--- src/rtl/intc_pkg.sv ---
package intc_pkg;

  localparam int LVL_W   = 3;
  localparam int SENSE_W = 2;

  // Trigger sense encoding; bit 0 set means a level mode, bit 1 set means active high / rising.
  typedef enum logic [SENSE_W-1:0] {
    SENSE_FALL = 2'b00,
    SENSE_LOW  = 2'b01,
    SENSE_RISE = 2'b10,
    SENSE_HIGH = 2'b11
  } sense_e;

  // Per-source control word as seen on the register port.
  typedef struct packed {
    logic               en;
    logic               req;
    logic [SENSE_W-1:0] sense;
    logic [LVL_W-1:0]   lvl;
  } ctrl_t;

  localparam int CTRL_W = $bits(ctrl_t);

  // Strobes from the control module to the datapath.
  typedef struct packed {
    logic  srcWr;
    ctrl_t wrWord;
  } strobe_t;

endpackage

--- src/rtl/intc_src_slice.sv ---
module intc_src_slice
  import intc_pkg::*;
(
  input  logic  clk,
  input  logic  rstN,
  input  logic  reqIn,
  input  logic  wrEn,
  input  ctrl_t wrWord,
  output ctrl_t ctrlOut
);

  logic             syncA, syncB, prevB;
  logic             enQ, flagQ;
  logic [SENSE_W-1:0] senseQ;
  logic [LVL_W-1:0] lvlQ;
  logic             edgeHit, liveReq;

  // Edge event for the currently programmed edge mode.
  always_comb begin
    if (senseQ[0]) edgeHit = 1'b0;
    else if (senseQ[1]) edgeHit = syncB & ~prevB;
    else edgeHit = ~syncB & prevB;
  end

  assign liveReq = senseQ[0] ? (syncB ~^ senseQ[1]) : flagQ;

  always_ff @(posedge clk or negedge rstN) begin
    if (!rstN) begin
      syncA  <= 1'b0;
      syncB  <= 1'b0;
      prevB  <= 1'b0;
      enQ    <= 1'b0;
      senseQ <= SENSE_FALL;
      lvlQ   <= '1;
      flagQ  <= 1'b0;
    end else begin
      syncA <= reqIn;
      syncB <= syncA;
      prevB <= syncB;
      if (wrEn) begin
        enQ    <= wrWord.en;
        senseQ <= wrWord.sense;
        lvlQ   <= wrWord.lvl;
      end
      if (edgeHit) flagQ <= 1'b1;
      else if (wrEn && (!wrWord.req || wrWord.sense[0])) flagQ <= 1'b0;
    end
  end

  assign ctrlOut = '{en: enQ, req: liveReq, sense: senseQ, lvl: lvlQ};

endmodule

--- src/rtl/intc_arbiter.sv ---
module intc_arbiter
  import intc_pkg::*;
#(
  parameter int NUM_SRC = 64,
  localparam int SRC_W  = $clog2(NUM_SRC)
) (
  input  ctrl_t            ctrlArr [NUM_SRC],
  input  logic [LVL_W-1:0] maskLvl,
  output logic             winValid,
  output logic [SRC_W-1:0] winIdx,
  output logic [LVL_W-1:0] winLvl
);

  // Ascending scan with strict compare keeps the lowest number on a level tie.
  always_comb begin
    winValid = 1'b0;
    winIdx   = '0;
    winLvl   = '1;
    for (int i = 0; i < NUM_SRC; i++) begin
      if (ctrlArr[i].en && ctrlArr[i].req && (ctrlArr[i].lvl < maskLvl) &&
          (!winValid || (ctrlArr[i].lvl < winLvl))) begin
        winValid = 1'b1;
        winIdx   = SRC_W'(i);
        winLvl   = ctrlArr[i].lvl;
      end
    end
  end

endmodule

--- src/rtl/intc_datapath.sv ---
module intc_datapath
  import intc_pkg::*;
#(
  parameter int           NUM_SRC   = 64,
  parameter logic [63:0]  IMPL_MASK = 64'hFF0F_0003_003F_01FE,
  localparam int          SRC_W     = $clog2(NUM_SRC)
) (
  input  logic               clk,
  input  logic               rstN,
  input  logic [NUM_SRC-1:0] reqIn,
  input  strobe_t            stb,
  input  logic [SRC_W-1:0]   srcIdx,
  input  logic [LVL_W-1:0]   maskLvl,
  output ctrl_t              srcRdWord,
  output logic               winValid,
  output logic [SRC_W-1:0]   winIdx,
  output logic [LVL_W-1:0]   winLvl
);

  ctrl_t ctrlArr [NUM_SRC];

  for (genvar i = 0; i < NUM_SRC; i++) begin : g_src
    if (IMPL_MASK[i]) begin : g_impl
      intc_src_slice u_slice (
        .clk     (clk),
        .rstN    (rstN),
        .reqIn   (reqIn[i]),
        .wrEn    (stb.srcWr && (srcIdx == SRC_W'(i))),
        .wrWord  (stb.wrWord),
        .ctrlOut (ctrlArr[i])
      );
    end else begin : g_hole
      assign ctrlArr[i] = '0;
    end
  end

  assign srcRdWord = ctrlArr[srcIdx];

  intc_arbiter #(.NUM_SRC(NUM_SRC)) u_arb (
    .ctrlArr  (ctrlArr),
    .maskLvl  (maskLvl),
    .winValid (winValid),
    .winIdx   (winIdx),
    .winLvl   (winLvl)
  );

endmodule

--- src/rtl/intc_ctrl.sv ---
module intc_ctrl
  import intc_pkg::*;
#(
  parameter int         NUM_SRC  = 64,
  parameter int         DATA_W   = 32,
  parameter logic [3:0] VEC_BASE = 4'hA,
  localparam int        SRC_W    = $clog2(NUM_SRC),
  localparam int        ADDR_W   = SRC_W + 1
) (
  input  logic              clk,
  input  logic              rstN,
  input  logic              regWr,
  input  logic [ADDR_W-1:0] regAddr,
  input  logic [CTRL_W-1:0] regWrData,
  input  logic              irqAck,
  input  ctrl_t             srcRdWord,
  input  logic              winValid,
  input  logic [SRC_W-1:0]  winIdx,
  input  logic [LVL_W-1:0]  winLvl,
  output strobe_t           stb,
  output logic [SRC_W-1:0]  srcIdx,
  output logic [LVL_W-1:0]  maskLvl,
  output logic [DATA_W-1:0] statusWord,
  output logic [DATA_W-1:0] regRdData,
  output logic              irqOut
);

  localparam logic [SRC_W-1:0] STATUS_SEL = SRC_W'(0);
  localparam logic [SRC_W-1:0] MASK_SEL   = SRC_W'(1);

  logic             isSrc, isStatus, isMask, ackTake;
  logic [SRC_W-1:0] accSrc;
  logic [LVL_W-1:0] prevLvl;

  assign isSrc    = regAddr[ADDR_W-1];
  assign srcIdx   = regAddr[SRC_W-1:0];
  assign isStatus = !isSrc && (regAddr[SRC_W-1:0] == STATUS_SEL);
  assign isMask   = !isSrc && (regAddr[SRC_W-1:0] == MASK_SEL);
  assign ackTake  = irqAck && winValid;

  assign stb.srcWr  = regWr && isSrc;
  assign stb.wrWord = ctrl_t'(regWrData);

  assign statusWord = {VEC_BASE, 6'(accSrc), 3'b000, prevLvl, 16'h0000};

  always_ff @(posedge clk or negedge rstN) begin
    if (!rstN) begin
      maskLvl   <= '0;
      accSrc    <= '0;
      prevLvl   <= '0;
      irqOut    <= 1'b0;
      regRdData <= '0;
    end else begin
      if (ackTake) begin
        prevLvl <= maskLvl;
        accSrc  <= winIdx;
        maskLvl <= winLvl;
      end else if (regWr && isMask) begin
        maskLvl <= regWrData[LVL_W-1:0];
      end
      irqOut <= winValid;
      if (isSrc) regRdData <= DATA_W'(srcRdWord);
      else if (isStatus) regRdData <= statusWord;
      else if (isMask) regRdData <= DATA_W'(maskLvl);
      else regRdData <= '0;
    end
  end

endmodule

--- src/rtl/prio_intc.sv ---
module prio_intc
  import intc_pkg::*;
#(
  parameter int          NUM_SRC   = 64,
  parameter int          DATA_W    = 32,
  parameter logic [3:0]  VEC_BASE  = 4'hA,
  parameter logic [63:0] IMPL_MASK = 64'hFF0F_0003_003F_01FE,
  localparam int         SRC_W     = $clog2(NUM_SRC),
  localparam int         ADDR_W    = SRC_W + 1
) (
  input  logic              clk,
  input  logic              rstN,
  input  logic              regWr,
  input  logic [ADDR_W-1:0] regAddr,
  input  logic [CTRL_W-1:0] regWrData,
  output logic [DATA_W-1:0] regRdData,
  input  logic [NUM_SRC-1:0] reqIn,
  output logic              irqOut,
  input  logic              irqAck
);

  strobe_t          stb;
  logic [SRC_W-1:0] srcIdx;
  logic [LVL_W-1:0] maskLvl;
  logic [DATA_W-1:0] statusWord;
  ctrl_t            srcRdWord;
  logic             winValid;
  logic [SRC_W-1:0] winIdx;
  logic [LVL_W-1:0] winLvl;

  intc_ctrl #(.NUM_SRC(NUM_SRC), .DATA_W(DATA_W), .VEC_BASE(VEC_BASE)) u_ctrl (
    .clk        (clk),
    .rstN       (rstN),
    .regWr      (regWr),
    .regAddr    (regAddr),
    .regWrData  (regWrData),
    .irqAck     (irqAck),
    .srcRdWord  (srcRdWord),
    .winValid   (winValid),
    .winIdx     (winIdx),
    .winLvl     (winLvl),
    .stb        (stb),
    .srcIdx     (srcIdx),
    .maskLvl    (maskLvl),
    .statusWord (statusWord),
    .regRdData  (regRdData),
    .irqOut     (irqOut)
  );

  intc_datapath #(.NUM_SRC(NUM_SRC), .IMPL_MASK(IMPL_MASK)) u_dp (
    .clk       (clk),
    .rstN      (rstN),
    .reqIn     (reqIn),
    .stb       (stb),
    .srcIdx    (srcIdx),
    .maskLvl   (maskLvl),
    .srcRdWord (srcRdWord),
    .winValid  (winValid),
    .winIdx    (winIdx),
    .winLvl    (winLvl)
  );

endmodule

--- config.mk ---
export PLATFORM = sky130hd
export DESIGN_NAME = prio_intc
export DESIGN_NICKNAME = d
export VERILOG_FILES = /design/src/rtl/intc_pkg.sv /design/src/rtl/intc_src_slice.sv /design/src/rtl/intc_arbiter.sv /design/src/rtl/intc_datapath.sv /design/src/rtl/intc_ctrl.sv /design/src/rtl/prio_intc.sv
export SDC_FILE = /design/constraint.sdc
export NUM_CORES = 1
export LEC_CHECK = 0
export BUFFER_PORTS_ARGS = -buffer_cell sky130_fd_sc_hd__buf_4
export CORE_ASPECT_RATIO = 0.9
export CORE_MARGIN = 8
export CORE_UTILIZATION = 60
export CTS_CLUSTER_DIAMETER = 40
export DETAILED_ROUTE_END_ITERATION = 6
export PLACE_DENSITY_LB_ADDON = 0.3
export SYNTH_ARGS = -nofsm -noshare
export SYNTH_HDL_FRONTEND = slang
export SYNTH_SLANG_ARGS = --single-unit
--- constraint.sdc ---
create_clock -name clk -period 36.6 [get_ports clk]
set_input_delay 1.83 -clock clk [delete_from_list [all_inputs] [get_ports clk]]
set_output_delay 1.83 -clock clk [all_outputs]
set_load 0.005 [all_outputs]
; Word-level counts from Yosys, hierarchy flattened
; Index checks and enable logic that the tools add are counted.
[totals]
in_bits = 82
output_inout_bits = 33
reg_bits = 325
elab_cells = 889
[op_classes]
mux = 232
reduce_logical = 231
eq_ne = 28
magnitude_cmp = 56
bitwise_logic = 141
[ops]
columns = operator, n
row1 = 2-to-1 mux 1 bit, 169
row2 = less-than comparator 3 bit, 55
row3 = 2-to-1 mux 6 bit, 27
row4 = logical AND 1 bit, 144
row5 = 2-to-1 mux 3 bit, 31
row6 = "== test 6 bit, second input constant", 14
row7 = 2-to-1 mux 32 bit, 2
row8 = nonzero test 2 bit, 29
row9 = bitwise AND 1 bit, 56
row10 = inverter 1 bit, 56
row11 = binary-select mux 7 bit (select 6 bit), 1
row12 = "== test 6 x 5 -> 1 bit, second input constant", 6
row13 = zero test 1 bit, 29
row14 = logical OR 1 bit, 28
row15 = bitwise XNOR 1 bit, 28
row16 = "== test 6 x 3 -> 1 bit, second input constant", 4
row17 = 2-to-1 mux 7 bit, 2
row18 = "== test 6 x 2 -> 1 bit, second input constant", 2
row19 = ">= comparator 7 bit, second input constant", 1
row20 = inverter 6 -> 7 bit, 1
row21 = "== test 6 x 1 -> 1 bit, second input constant", 1
row22 = "== test 6 x 4 -> 1 bit, second input constant", 1
row23 = zero test 6 bit, 1

; Longest topological paths before layout
; Gate-level depths: netlist (run 1).
[depth]
word_depth = 115
mapped_depth = 201
depth_no_buf = 197

; Cells and area by module
; Synthesis (run 1) repeated with hierarchy kept, for this count alone.
[hier_totals]
hier_cells = 3189
area_unflattened_um2 = 29335.6
[modules_own_cells]
columns = module, area_each_um2, seq_area_each_um2, cells_per_inst, n_inst
row1 = intc_arbiter, 14654.1, 0.0, 2081, 1
row2 = intc_src_slice, 401.6, 254.0, 27, 28
row3 = intc_datapath, 1921.8, 0.0, 222, 1
row4 = intc_ctrl, 1514.0, 750.7, 130, 1

; Worst setup path before layout (run 1)
; OpenSTA, ideal clock, no wires.
[synth_timing]
path_type = reg-to-reg
start = register u_ctrl.maskLvl[1]
end = register u_ctrl.maskLvl[1]
arrival_ps = 33338
synth_period_minus_slack_ps = 33477
path_slack_ps = 3123
path_stages_with_launch = 185
n_path_buf = 4
required_time_ps = 36462
setup_time_ps = 138
cell_sequence = dfrtp_1 -> inv_1 -> ha_1 -> a21o_1 -> a21o_1 -> nor2_1 -> ha_1 -> a21oi_1 -> o21ai_0 -> a21o_1 -> ha_1 -> a21boi_0 -> a21o_1 -> mux2i_1 -> inv_1 -> ha_1 -> a21oi_1 -> a21boi_0 -> (+149 left out) -> a31oi_1 -> mux2_2 -> inv_1 -> ha_1 -> a21o_1 -> nor3_1 -> a21o_1 -> a21oi_1 -> ha_1 -> or4_1 -> o21ai_0 -> inv_1 -> mux2_2 -> ha_1 -> a21o_1 -> o41a_4 -> o31ai_1 -> a31oi_1
[synth_between]
elab_chain_len = 113
word_cells_on_any_way = 223
cone_classes = 55 x order compare / 57 x mux / 111 x reduce/logical
[synth_lines]
columns = element, line
row1 = from (decl), intc_ctrl.sv:22  ; output logic [LVL_W-1:0] maskLvl,
row2 = from (signal assigned), intc_ctrl.sv:57  ; maskLvl <= winLvl;
row3 = from (signal assigned), intc_ctrl.sv:59  ; maskLvl <= regWrData[LVL_W-1:0];
row4 = less-than comparator 3 bit, intc_arbiter.sv:20  ; if (ctrlArr[i].en && ctrlArr[i].req && (ctrlArr[i].lvl < maskLvl) &&
row5 = logical AND 1 bit, intc_arbiter.sv:20
row6 = 2-to-1 mux 3 bit or 2-to-1 mux 1 bit (tied branches), intc_arbiter.sv:20
row7 = less-than comparator 3 bit or zero test 1 bit (tied branches), intc_arbiter.sv:21  ; (!winValid || (ctrlArr[i].lvl < winLvl))) begin
row8 = logical OR 1 bit, intc_arbiter.sv:21
row9 = logical AND 1 bit, intc_arbiter.sv:20
row10 = 2-to-1 mux 3 bit or 2-to-1 mux 1 bit (tied branches), intc_arbiter.sv:20
row11 = less-than comparator 3 bit or zero test 1 bit (tied branches), intc_arbiter.sv:21
row12 = (+97 left out), -
row13 = logical AND 1 bit, intc_arbiter.sv:20
row14 = 2-to-1 mux 3 bit or 2-to-1 mux 1 bit (tied branches), intc_arbiter.sv:20
row15 = less-than comparator 3 bit or zero test 1 bit (tied branches), intc_arbiter.sv:21
row16 = logical OR 1 bit, intc_arbiter.sv:21
row17 = logical AND 1 bit, intc_arbiter.sv:20
row18 = 2-to-1 mux 1 bit, intc_arbiter.sv:20
row19 = logical AND 1 bit, intc_ctrl.sv:39  ; assign ackTake = irqAck && winValid;
row20 = 2-to-1 mux 3 bit or nonzero test 2 bit (tied branches), -
; Parallel ways exist; a longest one is shown, timed or not.
; A chain may end at the register's enable or synchronous reset.

; Worst setup path in the final report (run 1)
; Ends and elaborated chain as after synthesis.

==> results of run 1 <==
cell usage after synthesis (37+ instances only):
cell type and n:
dfrtp_1 226, mux2_2 167, nor2_1 164, nand2_1 151, o21ai_0 134, a21oi_1 126, ha_1 86, dfstp_2 84
inv_1 79, clkbuf_1 56, mux2i_1 51, nand2b_1 51, a21o_1 37
placed cells by master, fill, tap and decap left out, drive strengths merged, types with 20 or more instances in the layout:
| cell type | Yosys | final |
|---|---|---|
| nor2 | 164 | 164 |
| xnor2 | 28 | 28 |
| mux2i | 51 | 51 |
| buf | 31 | 116 |
| nand3 | 29 | 29 |
| nand2b | 51 | 51 |
| a211oi | 20 | 20 |
| mux2 | 167 | 167 |
| or2 | 25 | 25 |
| dfstp | 84 | 84 |
| o21ai | 141 | 141 |
| nand2 | 151 | 151 |
| inv | 79 | 89 |
| dfrtp | 226 | 226 |
| a21boi | 21 | 21 |
| clkbuf | 56 | 54 |
| a21o | 37 | 37 |
| mux4 | 35 | 35 |
| o31ai | 22 | 22 |
| and2 | 25 | 25 |
| ha | 86 | 86 |
| a21oi | 127 | 127 |
| nor3 | 28 | 28 |
power by group through the flow:
| stage | logic (mW) | clock network [mW] | registers (mW) |
|---|---|---|---|
| floorplan | 0.404 | 0 | 0.405 |
| global placement | 0.511 | 0 | 0.416 |
| detailed placement | 0.531 | 0 | 0.418 |
| CTS | 0.539 | 0.424 | 0.413 |
| global route | 0.635 | 0.440 | 0.418 |
| finish | 0.576 | 0.420 | 0.415 |
cell families after synthesis:
group / share of synthesized area
buf+inv: 0.0365
simple gates: 0.139
xor+xnor: 0.0126
mux: 0.164
fa+ha+maj: 0.0575
other cells: 0.000193
compound gates: 0.185
flops: 0.405
repair_timing:
item	CTS	global route
hold buffers	0	0
setup buffers	0	23
pin swaps	0	9
endpoints found under the setup margin	9	9
resized for setup	2	45
cell type report:
cell class	instances	area share
multi-input cells	1474	0.501
flip-flops and latches	310	0.356
clock inverters	23	0.0133
well taps	416	0.0236
clock buffers	54	0.0528
repair buffers	116	0.0398
inverters	80	0.0136
worst paths after layout:
check                                                               from                                                  to  slack, ns
max reg2reg                                u_ctrl.maskLvl[1]$_DFFE_PN0P_                       u_ctrl.maskLvl[1]$_DFFE_PN0P_       2.14
min in group asynchronous                                           rstN  u_dp.g_src[7].g_impl.u_slice.senseQ[1]$_DFFE_PN0P_       1.35
min reg2reg                u_dp.g_src[62].g_impl.u_slice.syncA$_DFF_PN0_       u_dp.g_src[62].g_impl.u_slice.syncB$_DFF_PN0_       0.35
max in group asynchronous                                           rstN                       u_ctrl.prevLvl[1]$_DFFE_PN0P_      33.11
min                        u_dp.g_src[62].g_impl.u_slice.syncA$_DFF_PN0_       u_dp.g_src[62].g_impl.u_slice.syncB$_DFF_PN0_       0.35
max                                        u_ctrl.maskLvl[1]$_DFFE_PN0P_                       u_ctrl.maskLvl[1]$_DFFE_PN0P_       2.14
layer usage:
layer | vias up | part of all wire
li1 | 7321 | -
met1 | 8044 | 0.43
met2 | 834 | 0.45
met3 | 130 | 0.097
met4 | 0 | 0.032
met5 | - | 0
worst max-delay path, delay by kind of cell, from the launching register on:
| kind | cells | cell delay, ns |
|---|---|---|
| multiplexers | 17 | 4.98 |
| flip-flops | 1 | 0.42 |
| adder cells (fa/ha/maj) | 27 | 6.64 |
| AO/OA/AOI/OAI | 79 | 14.52 |
| AND/OR/NAND/NOR | 41 | 5.92 |
| buffers and inverters | 19 | 1.79 |
flip-flops by register name, summed over array words and instances (netlist names), 17 cells and up:
name and cells:
u_dp.g_src.g_impl.u_slice.senseQ 56, u_dp.g_src.g_impl.u_slice.enQ 28, u_dp.g_src.g_impl.u_slice.lvlQ 84, u_dp.g_src.g_impl.u_slice.flagQ 28, u_dp.g_src.g_impl.u_slice.prevB 28, u_dp.g_src.g_impl.u_slice.syncA 28
u_dp.g_src.g_impl.u_slice.syncB 28, u_ctrl.regRdData 17
==> results_dict.tcl, run 1 <==
set metrics [dict create \
    run_status "finished, violations left" \
    violations "DRC" \
    setup_viol 0 \
    grt_max_degree 110 \
    cts_root_buf "clkbuf_16" \
    power.internal_mw 0.879 \
    critPathMostFrequentCell "ha_1" \
    drt_iter0_drc 1543 \
    p_seq_frac 0.294 \
    ys_seq_area_frac 0.405 \
    p_comb_frac 0.408 \
    drc 4 \
    ctsLongestPathBuffers 3 \
    fillers 2324 \
    power.share.clock 0.298 \
    syn_inst 1938 \
    grtUsageMet1 0.397 \
    syn_area_mm2 0.0194 \
    period_minus_slack_ns 34.46 \
    crit_path_top_delay_cell "or4_1" \
    switching_share 0.377 \
    yosysTopAreaCellShare 0.291 \
    grt-ovfl-total 0 \
    ir_drop_mv 0.0527 \
    cts_buffers 42 \
    io_pins 115 \
    syn2layout_area_growth_pct 13.7 \
    maxSlewViolCount 0 \
    final.setup.worst_slack_ns 2.14 \
    dp.cells 2373 \
    synth_area_leaders "dfrtp_1 29%, dfstp_2 11%, mux2_2 9.7%" \
    hp-class "register to register" \
    first_global_vias 16069 \
    cp.required_ns 36.99 \
    final.setup.tns_ns 0 \
    drt_wl_total_um 54700 \
    synth-seq-cells 310 \
    fin_skew_ns 0.0312 \
    synth_area_per_cell_um2 10.0 \
    seq_area_mm2 0.00786 \
    synth_edf_count 0 \
    grt_antenna_before_repair 0 \
    hold_violations 0 \
    power_mw 1.41 \
    insertion_delay_ns 0.54 \
    post-route-util 0.692 \
    critPathMaxStageDelay_ns 0.54 \
    whs_path_depth 0 \
    die_h_um 187 \
    critical_path_class "register to register" \
    holdWs_ns 0.347 \
    final.period_utilization 0.942 \
    num_rows 62 \
    die_width_um 206 \
    p_switching_mw 0.532 \
    reg2regPathDepth 183 \
    gr-usage-all-layers 0.280 \
    clkSlewWorstSetupHoldPaths_ns 0.06 \
    busiest_layer "met2" \
    die-area_mm2 0.0384 \
    clock_sinks 310 \
    crit_path_start_kind "register" \
    io_buffer_count 64 \
    multiInputGateArea_mm2 0.0111 \
    gr-usage-met2 0.411 \
    synthFlopType "dfrtp_1" \
    end_kind "register" \
    num-nets-final 2192 \
    start_util 0.609 \
    max_slew_margin 0.114 \
    post_dp_cell_area_mm2 0.0203 \
    max_freq_ghz 0.0290 \
    synth_cell_type_count 103 \
    power_density_mw_per_mm2 63.9 \
    layout-drive-gt1-share 0.271 \
    routabilityCongestion 0.915 \
    hpwl_um 37500 \
    synth_warnings 0 \
    core_mm2 0.0319 \
    maxCapViolCount 0 \
    dr.pass1.iters 7 \
    yosysTopAreaCell "dfrtp_1" \
    ant_nets 0 \
    cts_tree "built" \
    stdcell_area_mm2 0.0221 \
    leakagePower_nw 9.67 \
    avgViaCountPerCell 6.60 \
    grt_pass1_wl_um 87000 \
    grt_use_met3 0.0675 \
    pre_cts_ws_ns -0.0359 \
    crit_arrival_ns 34.85 \
    tightest_slew_ns 1.32 \
    post_drt_wl_per_cell_um 22.1 \
    vias 16329 \
    crit_fanout 28 \
    htree_levels 2 \
    synthArstFlopShare 1.00 \
    stdcell_count 2473 \
    antenna_cells 0 \
]
(Power assumes the default switching activity.)
==> run 2, diff against run 1 <==
--- a/config.mk
+++ b/config.mk
@@ -11,7 +11,7 @@
 export CORE_UTILIZATION = 60
 export CTS_CLUSTER_DIAMETER = 40
 export DETAILED_ROUTE_END_ITERATION = 6
-export PLACE_DENSITY_LB_ADDON = 0.3
+export PLACE_DENSITY = 0.77
 export SYNTH_ARGS = -nofsm -noshare
 export SYNTH_HDL_FRONTEND = slang
 export SYNTH_SLANG_ARGS = --single-unit
==> results_dict.tcl, run 2 (synthesis gave the netlist of run 1 again) <==
set metrics [dict create \
    num-nets-final 2180 \
    hpwl_um 37300 \
    layout-drive-gt1-share 0.271 \
    avgViaCountPerCell 6.64 \
    io_pins 115 \
    drt_wl_total_um 53800 \
    tightest_slew_ns 1.26 \
    maxCapViolCount 0 \
    cp.required_ns 36.98 \
    num_rows 62 \
    whs_path_depth 0 \
    stdcell_area_mm2 0.0219 \
    end_kind "register" \
    die_width_um 206 \
    crit_fanout 7 \
    largest_reg_flops 84 \
    crit_path_start_kind "register" \
    cts_tree "built" \
    critPathMaxStageDelay_ns 0.57 \
    post_dp_cell_area_mm2 0.0203 \
    clkSlewWorstSetupHoldPaths_ns 0.06 \
    post-route-util 0.688 \
    layout_commonest_cell "dfrtp_1" \
    gr-usage-all-layers 0.275 \
    drt_iter0_drc 1647 \
    cp_top_family "compound AO/OA/AOI/OAI gates" \
    vias 16324 \
    htree_levels 2 \
    power_mw 1.38 \
    cts_buffers 40 \
    ant_nets 0 \
    top_register "u_dp.g_src.g_impl.u_slice.lvlQ" \
    critPathMostFrequentCell "ha_1" \
    clock_sinks 310 \
    first_global_vias 15856 \
    insertion_delay_ns 0.54 \
    crit_path_top_delay_cell "dfstp_2" \
    hold_violations 0 \
    power_density_mw_per_mm2 63.1 \
    maxSlewViolCount 0 \
    post_drt_wl_per_cell_um 21.9 \
    period_minus_slack_ns 34.39 \
    reg2reg_from "u_dp.g_src[1].g_impl.u_slice.lvlQ[1]$_DFFE_PN1P_" \
    start_util 0.609 \
    rrSetupSlack_ns 2.21 \
    grt_pass1_wl_um 85800 \
    grt_antenna_before_repair 1 \
    grt_max_degree 91 \
    run_status "finished, final reports clean" \
    dr.pass1.iters 6 \
    routabilityCongestion 0.899 \
    drc 0 \
    io_buffer_count 64 \
    ir_drop_mv 0.0466 \
    reg2regPathDepth 185 \
    crit_buf_inv 17 \
    syn2layout_area_growth_pct 12.9 \
    cts_root_buf "clkbuf_16" \
    layout_common_cells "226 x dfrtp_1, 167 x mux2_2, 161 x nor2_1, 150 x nand2_1, 123 x o21ai_0" \
    final.period_utilization 0.940 \
    hp-class "register to register" \
    hold_start "u_dp.g_src[51].g_impl.u_slice.syncA$_DFF_PN0_" \
    reg2reg_to "u_ctrl.maskLvl[2]$_DFFE_PN0P_" \
    whs_endpoint "u_dp.g_src[51].g_impl.u_slice.syncB$_DFF_PN0_" \
    dp.cells 2369 \
    leakagePower_nw 9.56 \
    setup_viol 0 \
    fin_skew_ns 0.0260 \
    die-area_mm2 0.0384 \
    crit_arrival_ns 34.78 \
    fillers 2382 \
    grt-ovfl-total 0 \
    seq_area_mm2 0.00786 \
    holdBufCountCts 0 \
    reg_top3 "u_dp.g_src.g_impl.u_slice.lvlQ: 84 flops, u_dp.g_src.g_impl.u_slice.senseQ: 56 flops" \
    antenna_cells 0 \
    max_freq_ghz 0.0291 \
    critical_path_class "register to register" \
    stdcell_count 2459 \
    ctsLongestPathBuffers 3 \
    max_slew_margin 0.153 \
    multiInputGateArea_mm2 0.0111 \
    core_mm2 0.0319 \
    die_h_um 187 \
    startpoint "u_dp.g_src[1].g_impl.u_slice.lvlQ[1]$_DFFE_PN1P_" \
]
==> run 2: cell count changes in the layout (fill, tap and decap cells not counted), moves of 2 or more <==
cell and change:
buf_4 -10, clkinv_4 +4, a21oi_1 -3, clkbuf_8 -3, inv_6 -3, a21oi_2 +2, bufinv_16 -2, clkbuf_16 -2
clkinv_8 +2
==> run 2: layout make-up <==
class                   instances  share of cell area
repair buffers                106              0.0366
well taps                     416              0.0237
multi-input cells            1474               0.507
inverters                      80              0.0137
clock inverters                24              0.0117
flip-flops and latches        310               0.359
clock buffers                  49              0.0490
==> run 2: worst max path at each step <==
stage	end	slack [ns]	cells after the start
after floorplan	u_ctrl.maskLvl[1]$_DFFE_PN0P_	3.12	184
after global placement	u_ctrl.maskLvl[1]$_DFFE_PN0P_	0.52	182
after detailed placement	u_ctrl.maskLvl[1]$_DFFE_PN0P_	-0.22	184
after CTS	u_ctrl.maskLvl[1]$_DFFE_PN0P_	0.002	184
after global routing	u_ctrl.maskLvl[2]$_DFFE_PN0P_	-0.22	190
final	u_ctrl.maskLvl[2]$_DFFE_PN0P_	2.21	185
==> run 2: stage by stage <==
step / hold WS [ns] / setup TNS (ns) / worst slack, ns
after floorplan: 0.331 / 0 / 3.12
after global placement: 0.332 / 0 / 0.520
after detailed placement: 0.335 / -1.36 / -0.219
after CTS: 0.348 / 0 / 0.00187
after global routing: 0.349 / -1.26 / -0.223
final: 0.347 / 0 / 2.21
==> run 2: where the power goes <==
group	internal (mW)	total [mW]	switching, mW
Sequential	0.380	0.415	0.0349
Clock	0.229	0.387	0.158
Combinational	0.244	0.582	0.338
Total	0.853	1.38	0.531
==> run 2: timing repair <==
item / in CTS / in global routing
gates resized for setup: 4 / 57
setup buffers: 0 / 17
setup endpoints to repair: 9 / 9
cloned: 0 / 0
pin swaps: 0 / 16
==> run 2: worst reg2reg max path, delay by kind of cell (launching register included) <==
| kind | cells | cell delay, ns |
|---|---|---|
| AO/OA/AOI/OAI | 83 | 14.85 |
| adder cells (fa/ha/maj) | 28 | 6.77 |
| AND/OR/NAND/NOR | 40 | 5.63 |
| multiplexers | 17 | 5.21 |
| buffers and inverters | 17 | 1.22 |
| flip-flops | 1 | 0.57 |
==> run 2: routing by layer <==
metal | vias up | global-route usage | wire length (um)
met5 | - | 0 | 13
met4 | 2 | 0.0918 | 1700
met3 | 145 | 0.0492 | 4970
met2 | 848 | 0.416 | 24000
met1 | 8042 | 0.394 | 23100
li1 | 7287 | - | -
